### config.mk
export PLATFORM = sky130hd
export DESIGN_NAME = ir_biphase_rx
export DESIGN_NICKNAME = d
export VERILOG_FILES = /design/src/rtl/ir_rx_pkg.sv /design/src/rtl/ir_line_sync.sv /design/src/rtl/ir_tick_timer.sv /design/src/rtl/ir_frame_shift.sv /design/src/rtl/ir_rx_fsm.sv /design/src/rtl/ir_biphase_rx.sv
export SDC_FILE = /design/constraint.sdc
export NUM_CORES = 1
export LEC_CHECK = 0
export ABC_AREA = 0
export BUFFER_PORTS_ARGS = -buffer_cell sky130_fd_sc_hd__buf_4
export CORE_ASPECT_RATIO = 1.1
export CORE_MARGIN = 5
export CORE_UTILIZATION = 57
export CTS_BUF_LIST = sky130_fd_sc_hd__clkbuf_16
export CTS_CLUSTER_DIAMETER = 50
export DETAILED_ROUTE_END_ITERATION = 12
export PLACE_DENSITY = 0.78
export SYNTH_ARGS = -nofsm -noshare
export SYNTH_HDL_FRONTEND = slang
export SYNTH_SLANG_ARGS = --single-unit
### constraint.sdc
create_clock -name clk -period 2.5 [get_ports clk]
set_input_delay 0.5 -clock clk [delete_from_list [all_inputs] [get_ports clk]]
set_output_delay 0.5 -clock clk [all_outputs]
set_load 0.01 [all_outputs]
### src/rtl/ir_rx_pkg.sv
package ir_rx_pkg;

    typedef enum logic [1:0] {
        S_IDLE  = 2'd0,
        S_DELAY = 2'd1,
        S_WAIT  = 2'd2
    } rx_state_t;

endpackage

### src/rtl/ir_line_sync.sv
module ir_line_sync #(
    parameter logic IDLE_LVL = 1'b1
) (
    input  logic clk,
    input  logic rst_n,
    input  logic line_i,
    output logic level_o,
    output logic rise_o,
    output logic fall_o
);

    logic meta_q;
    logic sync_q;
    logic hist_q;

    always_ff @(posedge clk or negedge rst_n) begin
        if (!rst_n) begin
            meta_q <= IDLE_LVL;
            sync_q <= IDLE_LVL;
            hist_q <= IDLE_LVL;
        end else begin
            meta_q <= line_i;
            sync_q <= meta_q;
            hist_q <= sync_q;
        end
    end

    assign level_o = sync_q;
    assign rise_o  = sync_q & ~hist_q;
    assign fall_o  = ~sync_q & hist_q;

endmodule

### src/rtl/ir_tick_timer.sv
module ir_tick_timer #(
    parameter int CNT_W = 6
) (
    input  logic             clk,
    input  logic             rst_n,
    input  logic             clear_i,
    input  logic             tick_i,
    output logic [CNT_W-1:0] count_o
);

    localparam logic [CNT_W-1:0] CNT_MAX = {CNT_W{1'b1}};

    logic [CNT_W-1:0] cnt_q;

    always_ff @(posedge clk or negedge rst_n) begin
        if (!rst_n) begin
            cnt_q <= '0;
        end else if (clear_i) begin
            cnt_q <= '0;
        end else if (tick_i && (cnt_q != CNT_MAX)) begin
            cnt_q <= cnt_q + 1'b1;
        end
    end

    assign count_o = cnt_q;

endmodule

### src/rtl/ir_frame_shift.sv
module ir_frame_shift #(
    parameter int CODE_W  = 12,
    parameter int NSAMP   = 14
) (
    input  logic              clk,
    input  logic              rst_n,
    input  logic              load_i,
    input  logic              sample_i,
    input  logic              bit_i,
    output logic [CODE_W-1:0] data_o,
    output logic              last_o
);

    localparam int SC_W = $clog2(NSAMP + 1);
    localparam logic [SC_W-1:0] SC_INIT = SC_W'(NSAMP);
    localparam logic [SC_W-1:0] SC_ONE  = SC_W'(1);

    logic [CODE_W-1:0] sh_q;
    logic [SC_W-1:0]   left_q;

    always_ff @(posedge clk or negedge rst_n) begin
        if (!rst_n) begin
            sh_q   <= '0;
            left_q <= SC_INIT;
        end else if (load_i) begin
            sh_q   <= '0;
            left_q <= SC_INIT;
        end else if (sample_i) begin
            if (left_q == SC_ONE) begin
                left_q <= SC_INIT;
            end else begin
                left_q <= left_q - 1'b1;
                sh_q   <= {sh_q[CODE_W-2:0], bit_i};
            end
        end
    end

    assign data_o = sh_q;
    assign last_o = (left_q == SC_ONE);

    // remaining-sample counter stays within its legal range
    p_left_range_r7: assert property (@(posedge clk) disable iff (!rst_n)
        (left_q >= SC_ONE) && (left_q <= SC_INIT));

    // a non-final sample moves the previous LSB up one place
    p_shift_order_r6: assert property (@(posedge clk) disable iff (!rst_n)
        (sample_i && !load_i && !last_o) |=> (sh_q[1] == $past(sh_q[0])));

endmodule

### src/rtl/ir_rx_fsm.sv
module ir_rx_fsm
    import ir_rx_pkg::*;
#(
    parameter int CODE_W        = 12,
    parameter int CMD_W         = 6,
    parameter int MATCH_CMD     = 32,
    parameter int SAMPLE_TICKS  = 44,
    parameter int TIMEOUT_TICKS = 29,
    parameter int CNT_W         = 6
) (
    input  logic              clk,
    input  logic              rst_n,
    input  logic              tick_i,
    input  logic              fall_i,
    input  logic              rise_i,
    input  logic [CNT_W-1:0]  tmr_cnt_i,
    input  logic              last_i,
    input  logic [CODE_W-1:0] shift_data_i,
    output logic              tmr_clear_o,
    output logic              shift_load_o,
    output logic              shift_sample_o,
    output logic [CODE_W-1:0] code_o,
    output logic              code_valid_o,
    output logic              cmd_match_o,
    output logic              frame_err_o
);

    localparam logic [CNT_W-1:0] DLY_LAST = CNT_W'(SAMPLE_TICKS - 1);
    localparam logic [CNT_W-1:0] TMO_LAST = CNT_W'(TIMEOUT_TICKS - 1);
    localparam logic [CMD_W-1:0] CMD_REF  = CMD_W'(MATCH_CMD);

    rx_state_t state_q, state_d;
    logic      delay_hit;
    logic      timeout_hit;
    logic      any_edge;
    logic      done_now;
    logic      abort_now;

    assign delay_hit   = tick_i && (tmr_cnt_i == DLY_LAST);
    assign timeout_hit = tick_i && (tmr_cnt_i == TMO_LAST);
    assign any_edge    = fall_i | rise_i;

    // Next-state logic
    always_comb begin
        state_d   = state_q;
        done_now  = 1'b0;
        abort_now = 1'b0;
        unique case (state_q)
            S_IDLE: begin
                if (fall_i) state_d = S_DELAY;            // T_ARM
            end
            S_DELAY: begin
                if (delay_hit) begin
                    if (last_i) begin
                        state_d  = S_IDLE;                // T_DONE
                        done_now = 1'b1;
                    end else begin
                        state_d  = S_WAIT;                // T_SAMPLE
                    end
                end
            end
            S_WAIT: begin
                if (any_edge) begin
                    state_d = S_DELAY;                    // T_EDGE
                end else if (timeout_hit) begin
                    state_d   = S_IDLE;                   // T_ABORT
                    abort_now = 1'b1;
                end
            end
            default: state_d = S_IDLE;
        endcase
    end

    assign tmr_clear_o    = (state_q == S_IDLE) || (state_d != state_q);
    assign shift_load_o   = (state_q == S_IDLE) && fall_i;
    assign shift_sample_o = (state_q == S_DELAY) && delay_hit;

    // State register
    always_ff @(posedge clk or negedge rst_n) begin
        if (!rst_n) state_q <= S_IDLE;
        else        state_q <= state_d;
    end

    // Registered outputs
    always_ff @(posedge clk or negedge rst_n) begin
        if (!rst_n) begin
            code_o       <= '0;
            code_valid_o <= 1'b0;
            cmd_match_o  <= 1'b0;
            frame_err_o  <= 1'b0;
        end else begin
            code_valid_o <= done_now;
            frame_err_o  <= abort_now;
            if (done_now) begin
                code_o      <= shift_data_i;
                cmd_match_o <= (shift_data_i[CMD_W-1:0] == CMD_REF);
            end
        end
    end

    // an idle receiver stays idle without a falling edge
    p_idle_arm_r2: assert property (@(posedge clk) disable iff (!rst_n)
        (state_q == S_IDLE && !fall_i) |=> (state_q == S_IDLE));

    // the delay count never passes the sample point
    p_delay_bound_r3: assert property (@(posedge clk) disable iff (!rst_n)
        (state_q == S_DELAY) |-> (tmr_cnt_i < CNT_W'(SAMPLE_TICKS)));

    // the edge wait never passes the timeout
    p_wait_bound_r5: assert property (@(posedge clk) disable iff (!rst_n)
        (state_q == S_WAIT) |-> (tmr_cnt_i < CNT_W'(TIMEOUT_TICKS)));

    // valid strobe lasts one cycle
    p_valid_pulse_r7: assert property (@(posedge clk) disable iff (!rst_n)
        code_valid_o |=> !code_valid_o);

    // error strobe lasts one cycle and never coincides with valid
    p_err_pulse_r10: assert property (@(posedge clk) disable iff (!rst_n)
        frame_err_o |=> !frame_err_o);
    p_err_excl_r10: assert property (@(posedge clk) disable iff (!rst_n)
        !(frame_err_o && code_valid_o));

    // the match flag only moves together with a valid strobe
    p_match_hold_r8: assert property (@(posedge clk) disable iff (!rst_n)
        !$stable(cmd_match_o) |-> code_valid_o);

    // after an abort the receiver is idle
    p_abort_idle_r9: assert property (@(posedge clk) disable iff (!rst_n)
        frame_err_o |-> (state_q == S_IDLE));

endmodule

### src/rtl/ir_biphase_rx.sv
module ir_biphase_rx #(
    parameter int CODE_W        = 12,
    parameter int CMD_W         = 6,
    parameter int NSAMP         = 14,
    parameter int MATCH_CMD     = 32,
    parameter int SAMPLE_TICKS  = 44,
    parameter int TIMEOUT_TICKS = 29
) (
    input  logic              clk,
    input  logic              rst_n,
    input  logic              tick_en,
    input  logic              ir_in,
    output logic [CODE_W-1:0] code_o,
    output logic              code_valid,
    output logic              cmd_match,
    output logic              frame_err
);

    localparam int MAX_TICKS = (SAMPLE_TICKS > TIMEOUT_TICKS) ? SAMPLE_TICKS : TIMEOUT_TICKS;
    localparam int CNT_W     = $clog2(MAX_TICKS + 1);

    logic              lvl;
    logic              rise;
    logic              fall;
    logic              tmr_clear;
    logic [CNT_W-1:0]  tmr_cnt;
    logic              sh_load;
    logic              sh_sample;
    logic              sh_last;
    logic [CODE_W-1:0] sh_data;

    ir_line_sync #(.IDLE_LVL(1'b1)) u_sync (
        .clk     (clk),
        .rst_n   (rst_n),
        .line_i  (ir_in),
        .level_o (lvl),
        .rise_o  (rise),
        .fall_o  (fall)
    );

    ir_tick_timer #(.CNT_W(CNT_W)) u_timer (
        .clk     (clk),
        .rst_n   (rst_n),
        .clear_i (tmr_clear),
        .tick_i  (tick_en),
        .count_o (tmr_cnt)
    );

    ir_frame_shift #(.CODE_W(CODE_W), .NSAMP(NSAMP)) u_shift (
        .clk      (clk),
        .rst_n    (rst_n),
        .load_i   (sh_load),
        .sample_i (sh_sample),
        .bit_i    (lvl),
        .data_o   (sh_data),
        .last_o   (sh_last)
    );

    ir_rx_fsm #(
        .CODE_W        (CODE_W),
        .CMD_W         (CMD_W),
        .MATCH_CMD     (MATCH_CMD),
        .SAMPLE_TICKS  (SAMPLE_TICKS),
        .TIMEOUT_TICKS (TIMEOUT_TICKS),
        .CNT_W         (CNT_W)
    ) u_fsm (
        .clk            (clk),
        .rst_n          (rst_n),
        .tick_i         (tick_en),
        .fall_i         (fall),
        .rise_i         (rise),
        .tmr_cnt_i      (tmr_cnt),
        .last_i         (sh_last),
        .shift_data_i   (sh_data),
        .tmr_clear_o    (tmr_clear),
        .shift_load_o   (sh_load),
        .shift_sample_o (sh_sample),
        .code_o         (code_o),
        .code_valid_o   (code_valid),
        .cmd_match_o    (cmd_match),
        .frame_err_o    (frame_err)
    );

endmodule

### After elaboration in Yosys (flattened, before gate mapping)

Cells that the tools add are included.
W data, S select, Z words.

* register bits: 42
* word-level logic and storage cells: 57
* input port bits: 4

* mux-type cells: 20
* add/subtract/negate cells: 2
* equal/unequal tests: 9
* bitwise logic cells: 5
* reductions and logical operators: 10

Operator list (count)
* $mux W12: 3
* $eq A6 B6 Y1 const B: 2
* $mux W4: 3
* $mux W6: 2
* $mux W2: 5
* $add A6 B1 Y6 const B: 1
* $eq A6 B5 Y1 const B: 1
* $mux W1: 6
* $ne A6 B6 Y1 const B: 1
* $pmux W2 S3: 1
* $logic_and A1 B1 Y1: 5
* $eq A4 B1 Y1 const B: 1
* $reduce_bool A2 Y1: 2
* $sub A4 B1 Y4 const B: 1
* $and A1 B1 Y1: 2
* $eq A2 B1 Y1 const B: 1
* $eq A2 B2 Y1 const B: 1
* $logic_not A2 Y1: 1
* $ne A2 B2 Y1: 1
* $ne A2 B2 Y1 const B: 1
* $not A1 Y1: 2
* $reduce_and A2 Y1: 1
* $logic_or A1 B1 Y1: 1
* $or A1 B1 Y1: 1

### Longest topological paths before layout

* depth after elaboration: 8
* gate-level depth with buffers: 7

### Modules after synthesis

Synthesis repeated with hierarchy kept, for this count alone.

* cells, all modules: 156
* area, all modules: 1950.6 sq um

Modules (own cells, without submodules)
* ir_frame_shift: instances 1, cells each 66, seq. area each 404.1 sq um, area an instance 775.7 sq um
* ir_rx_fsm: instances 1, cells each 50, seq. area each 425.4 sq um, area an instance 735.7 sq um
* ir_tick_timer: instances 1, cells each 35, seq. area each 150.1 sq um, area an instance 345.3 sq um
* ir_line_sync: instances 1, cells each 5, seq. area each 78.8 sq um, area an instance 93.8 sq um

### Least setup slack after synthesis

No wires, ideal clock.

* path kind: register to register
* start point: reg u_shift.left_q[1]
* end point: reg u_fsm.code_o[10]
* stages on the path, launching flop included: 7
* slack: 662 ps
* library setup time: 125 ps
* required time: 2375 ps
* arrival: 1713 ps
* buffers on the path: 1
* cells stage by stage: dfstp_2 > inv_1 > ha_1 > or3b_1 > nor4_4 > buf_6 > mux2_2

* cells in the longest elaborated chain, start to end: 4

RTL lines
* from (decl): line ir_frame_shift.sv:19 `logic [SC_W-1:0] left_q;`
* from (signal assigned): line ir_frame_shift.sv:32 `left_q <= left_q - 1'b1;`
* $eq A4 B1 Y1: line ir_frame_shift.sv:39 `assign last_o = (left_q == SC_ONE);`
* $mux W1: line ir_rx_fsm.sv:54 `if (last_i) begin`
* $mux W1: line ir_rx_fsm.sv:53 `if (delay_hit) begin`
* $mux W1: line ir_rx_fsm.sv:48 `unique case (state_q)`
* to (signal assigned): line ir_rx_fsm.sv:95 `code_o <= shift_data_i;`
* to (decl): line ir_rx_fsm.sv:22 `output logic [CODE_W-1:0] code_o,`

No other way between the ends.
A chain may end at the register's enable or synchronous reset.

### Worst setup path after layout

* start point: reg u_timer.cnt_q[1], in the netlist u_timer.count_o[1]
* end point: reg u_fsm.code_o[2]

* cells in the longest elaborated chain, start to end: 4

RTL lines
* from (decl): line ir_tick_timer.sv:13 `logic [CNT_W-1:0] cnt_q;`
* from (signal assigned): line ir_tick_timer.sv:21 `cnt_q <= cnt_q + 1'b1;`
* $eq A6 B6 Y1: line ir_rx_fsm.sv:39 `assign delay_hit = tick_i && (tmr_cnt_i == DLY_LAST);`
* $logic_and A1 B1 Y1: line ir_rx_fsm.sv:39
* $mux W1: line ir_rx_fsm.sv:53
* $mux W1: line ir_rx_fsm.sv:48

No other way between the ends.

==> flow_summary.ini <==
[die]
core_sq_um = 3100
io_pins = 19
rows = 21
die_x_um = 64.7
dieArea_sq_um = 4540
die_h_um = 70.2
start_util = 0.605

[power_and_ir_drop]
finalPower_mw = 1.66
p_leak_nw = 1.01
powerDensity_nw_per_um2 = 758
vdd_drop_max_mv = 0.475

[hold_path]
min_path_type = in2async

[synthesis]
avgSynthCellArea_sq_um = 11.2
netlist_area_sq_um = 1880
synth_nets = 176
synth-seq-cells = 42
ys_warn_count = 0
synth.distinct_cells = 37
yosysSeqAreaShare = 0.564
synth_cells = 167

[finish]
utilization = 0.704
drive_above_1_share = 0.263
nNetsFinal = 198
fillers = 230
multiInputGateArea_sq_um = 748
final_area_sq_um = 2180
synthToLayoutAreaGrowth_pct = 16.3
seqCellArea_sq_um = 1060
antenna_cells = 0

[run_status]
outcome = complete, no violations

[setup_path]
worstPathRequired_ns = 2.67
reg2reg_to = u_fsm.code_o[2]$_DFFE_PN0P_
crit_arrival_ns = 2.07
r2r_start = u_timer.count_o[1]$_DFFE_PN0P_
worst_setup_path_end_kind = register
worst_r2r_path_depth = 5
path_max_fanout = 14
r2r_slack_ns = 0.59
start_kind = register
path_class = reg2reg

[clocking]
cts_setup_buffers = 0
clockBufferDepth = 2
cts_hold_buf = 0
insertion_delay_ns = 0.28
cts-resized-gates = 0
clk_pin_slew_ns = 0.06
cts.sinks = 42
cts_tree = built
root_buffer = clkbuf_16
cts_buffers = 5
htreeDepth = 2

[routing]
routed_wl_mm = 3.14
routed_via_density = 5.63
final_antenna_net_count = 0
drc = 0
drt-initial-drc-count = 80
first_pass_iters = 4
routedWlPerCell_um = 14.0
vias = 1262

[grt]
grt_pass1_vias = 1284
met3_usage = 0.0673
use_met2 = 0.250
antenna_found_initial = 0
grt.overflow.total = 0
grt_busiest_layer = met2
grt_start_max_net_pins = 43
track_usage = 0.166
use_met1 = 0.204
grt_pass1_wl_mm = 5.71

[placed_design]
dp.final_hpwl_mm = 2.14
dpl_worst_slack_ns = 0.594
place_area_sq_um = 2040
place.gp.congestion = 0.843
io_buffers = 18

[timing]
fin_skew_ns = 0.00611
setup_tns_ns = 0
timing.fmax_mhz = 525
worst_slack_ns = 0.595
rsz0062_at_grt = no
final-setup-viol-count = 0
slew_violations = 0
worst_pin_slew_ns = 0.629
slew_headroom = 0.577
finalCritPeriodShare = 0.762
final_hold_viol_count = 0
finalCriticalPeriod_ns = 1.91

[run]
maxCapViolCount = 0
power breakdown:
group | total [mW] | internal [mW] | switching, mW
combinational | 0.208 | 0.0922 | 0.116
clock | 0.611 | 0.365 | 0.246
sequential | 0.836 | 0.755 | 0.0804
metal layers:
metal  wire [um]  up-vias
li1            -      617
met1        1440      608
met2        1480       30
met3         154        7
met4          72        0
met5           0        -
layout make-up:
class                      count  area share
inverter                      11      0.0189
clock inverter                 3     0.00802
sequential                    42       0.485
tap                           34      0.0195
clock buffer                   5      0.0573
multi-input combinational    109       0.343
timing repair buffer          20      0.0688
synthesized netlist by cell type:
cell,number,share of area
clkbuf_1,2,0.0040
or2b_2,1,0.0047
a211oi_1,2,0.0080
nand3b_1,1,0.0040
xnor2_1,2,0.0093
ha_1,5,0.033
o21a_1,1,0.0040
or3b_2,1,0.0047
xor2_1,1,0.0047
inv_1,11,0.022
dfrtp_1,36,0.48
buf_6,1,0.0060
dfstp_2,6,0.084
nor4_4,2,0.023
a21o_1,1,0.0040
nand2_1,29,0.058
nand4b_1,1,0.0047
o21bai_1,2,0.0080
o21ai_1,1,0.0027
nand2b_1,2,0.0067
a311oi_1,1,0.0047
nand4_1,3,0.010
o311ai_0,1,0.0047
a31oi_1,1,0.0033
mux2_2,12,0.072
mux2i_1,2,0.011
nor2_1,6,0.012
buf_2,2,0.0053
nand4bb_4,1,0.015
nand3_1,1,0.0027
nor3_1,5,0.013
or3b_1,1,0.0047
o21ai_0,14,0.037
nor4_1,3,0.010
and3_1,1,0.0033
a21oi_1,3,0.0080
nor3b_1,2,0.0080
sequential cells by signal, summed over array words and instances (netlist names):
name                count
u_sync.level_o          1
u_shift.left_q          4
u_fsm.state_q           2
u_fsm.frame_err_o       1
u_sync.hist_q           1
u_shift.data_o         12
u_fsm.code_valid_o      1
u_fsm.cmd_match_o       1
u_sync.meta_q           1
u_fsm.code_o           12
u_timer.count_o         6
cell families (layout without fill, tap and decap cells):
group | after synthesis | count (layout) | share of synthesized area
muxes | 14 | 14 | 0.0827
adders and majority gates | 5 | 5 | 0.0333
buffers and inverters | 16 | 39 | 0.0373
DFF | 42 | 42 | 0.564
and+or+nand+nor | 60 | 60 | 0.184
AOI/OAI and AO/OA | 27 | 27 | 0.0847
xor gates and xnor gates | 3 | 3 | 0.0140
placed cells by master (no fill, tap or decap), types with 2 or more instances in the layout:
| master | netlist | final |
|---|---|---|
| nor3_1 | 5 | 5 |
| nor4_1 | 3 | 3 |
| mux2_2 | 12 | 12 |
| dfrtp_1 | 36 | 36 |
| ha_1 | 5 | 5 |
| nor4_4 | 2 | 2 |
| o21ai_0 | 14 | 14 |
| a21oi_1 | 3 | 3 |
| nor3b_1 | 2 | 2 |
| mux2i_1 | 2 | 2 |
| inv_1 | 11 | 12 |
| nand2b_1 | 2 | 2 |
| o21bai_1 | 2 | 2 |
| dfstp_2 | 6 | 6 |
| nand4_1 | 3 | 3 |
| nand2_1 | 29 | 29 |
| buf_4 | 0 | 20 |
| a211oi_1 | 2 | 2 |
| xnor2_1 | 2 | 2 |
| clkbuf_16 | 0 | 5 |
| nor2_1 | 6 | 6 |
metrics by stage:
step	std cells	hold slack, ns
finish	224	0.192
CTS	224	0.206
detailed placement	216	0.350
global placement	216	0.349
floorplan	167	0.204
global route	224	0.231
worst max path at each step:
stage | start | end | slack, ns
floorplan | u_shift.left_q[1]$_DFFE_PN1P_ | u_fsm.code_o[10]$_DFFE_PN0P_ | 0.66
global placement | u_timer.count_o[1]$_DFFE_PN0P_ | u_fsm.code_o[3]$_DFFE_PN0P_ | 0.66
detailed placement | u_timer.count_o[1]$_DFFE_PN0P_ | u_fsm.code_o[1]$_DFFE_PN0P_ | 0.59
CTS | u_timer.count_o[1]$_DFFE_PN0P_ | u_fsm.code_o[2]$_DFFE_PN0P_ | 0.58
global route | u_timer.count_o[1]$_DFFE_PN0P_ | u_shift.left_q[1]$_DFFE_PN1P_ | 0.46
finish | u_timer.count_o[1]$_DFFE_PN0P_ | u_fsm.code_o[2]$_DFFE_PN0P_ | 0.59
worst max-delay path, stage by stage (launching register included):
cell     delay, ns
dfrtp_1       0.39
ha_1          0.27
nand2_1       0.22
nor4_4        0.30
buf_4         0.25
mux2_2        0.36
Power figures use the tool's default switching activity.
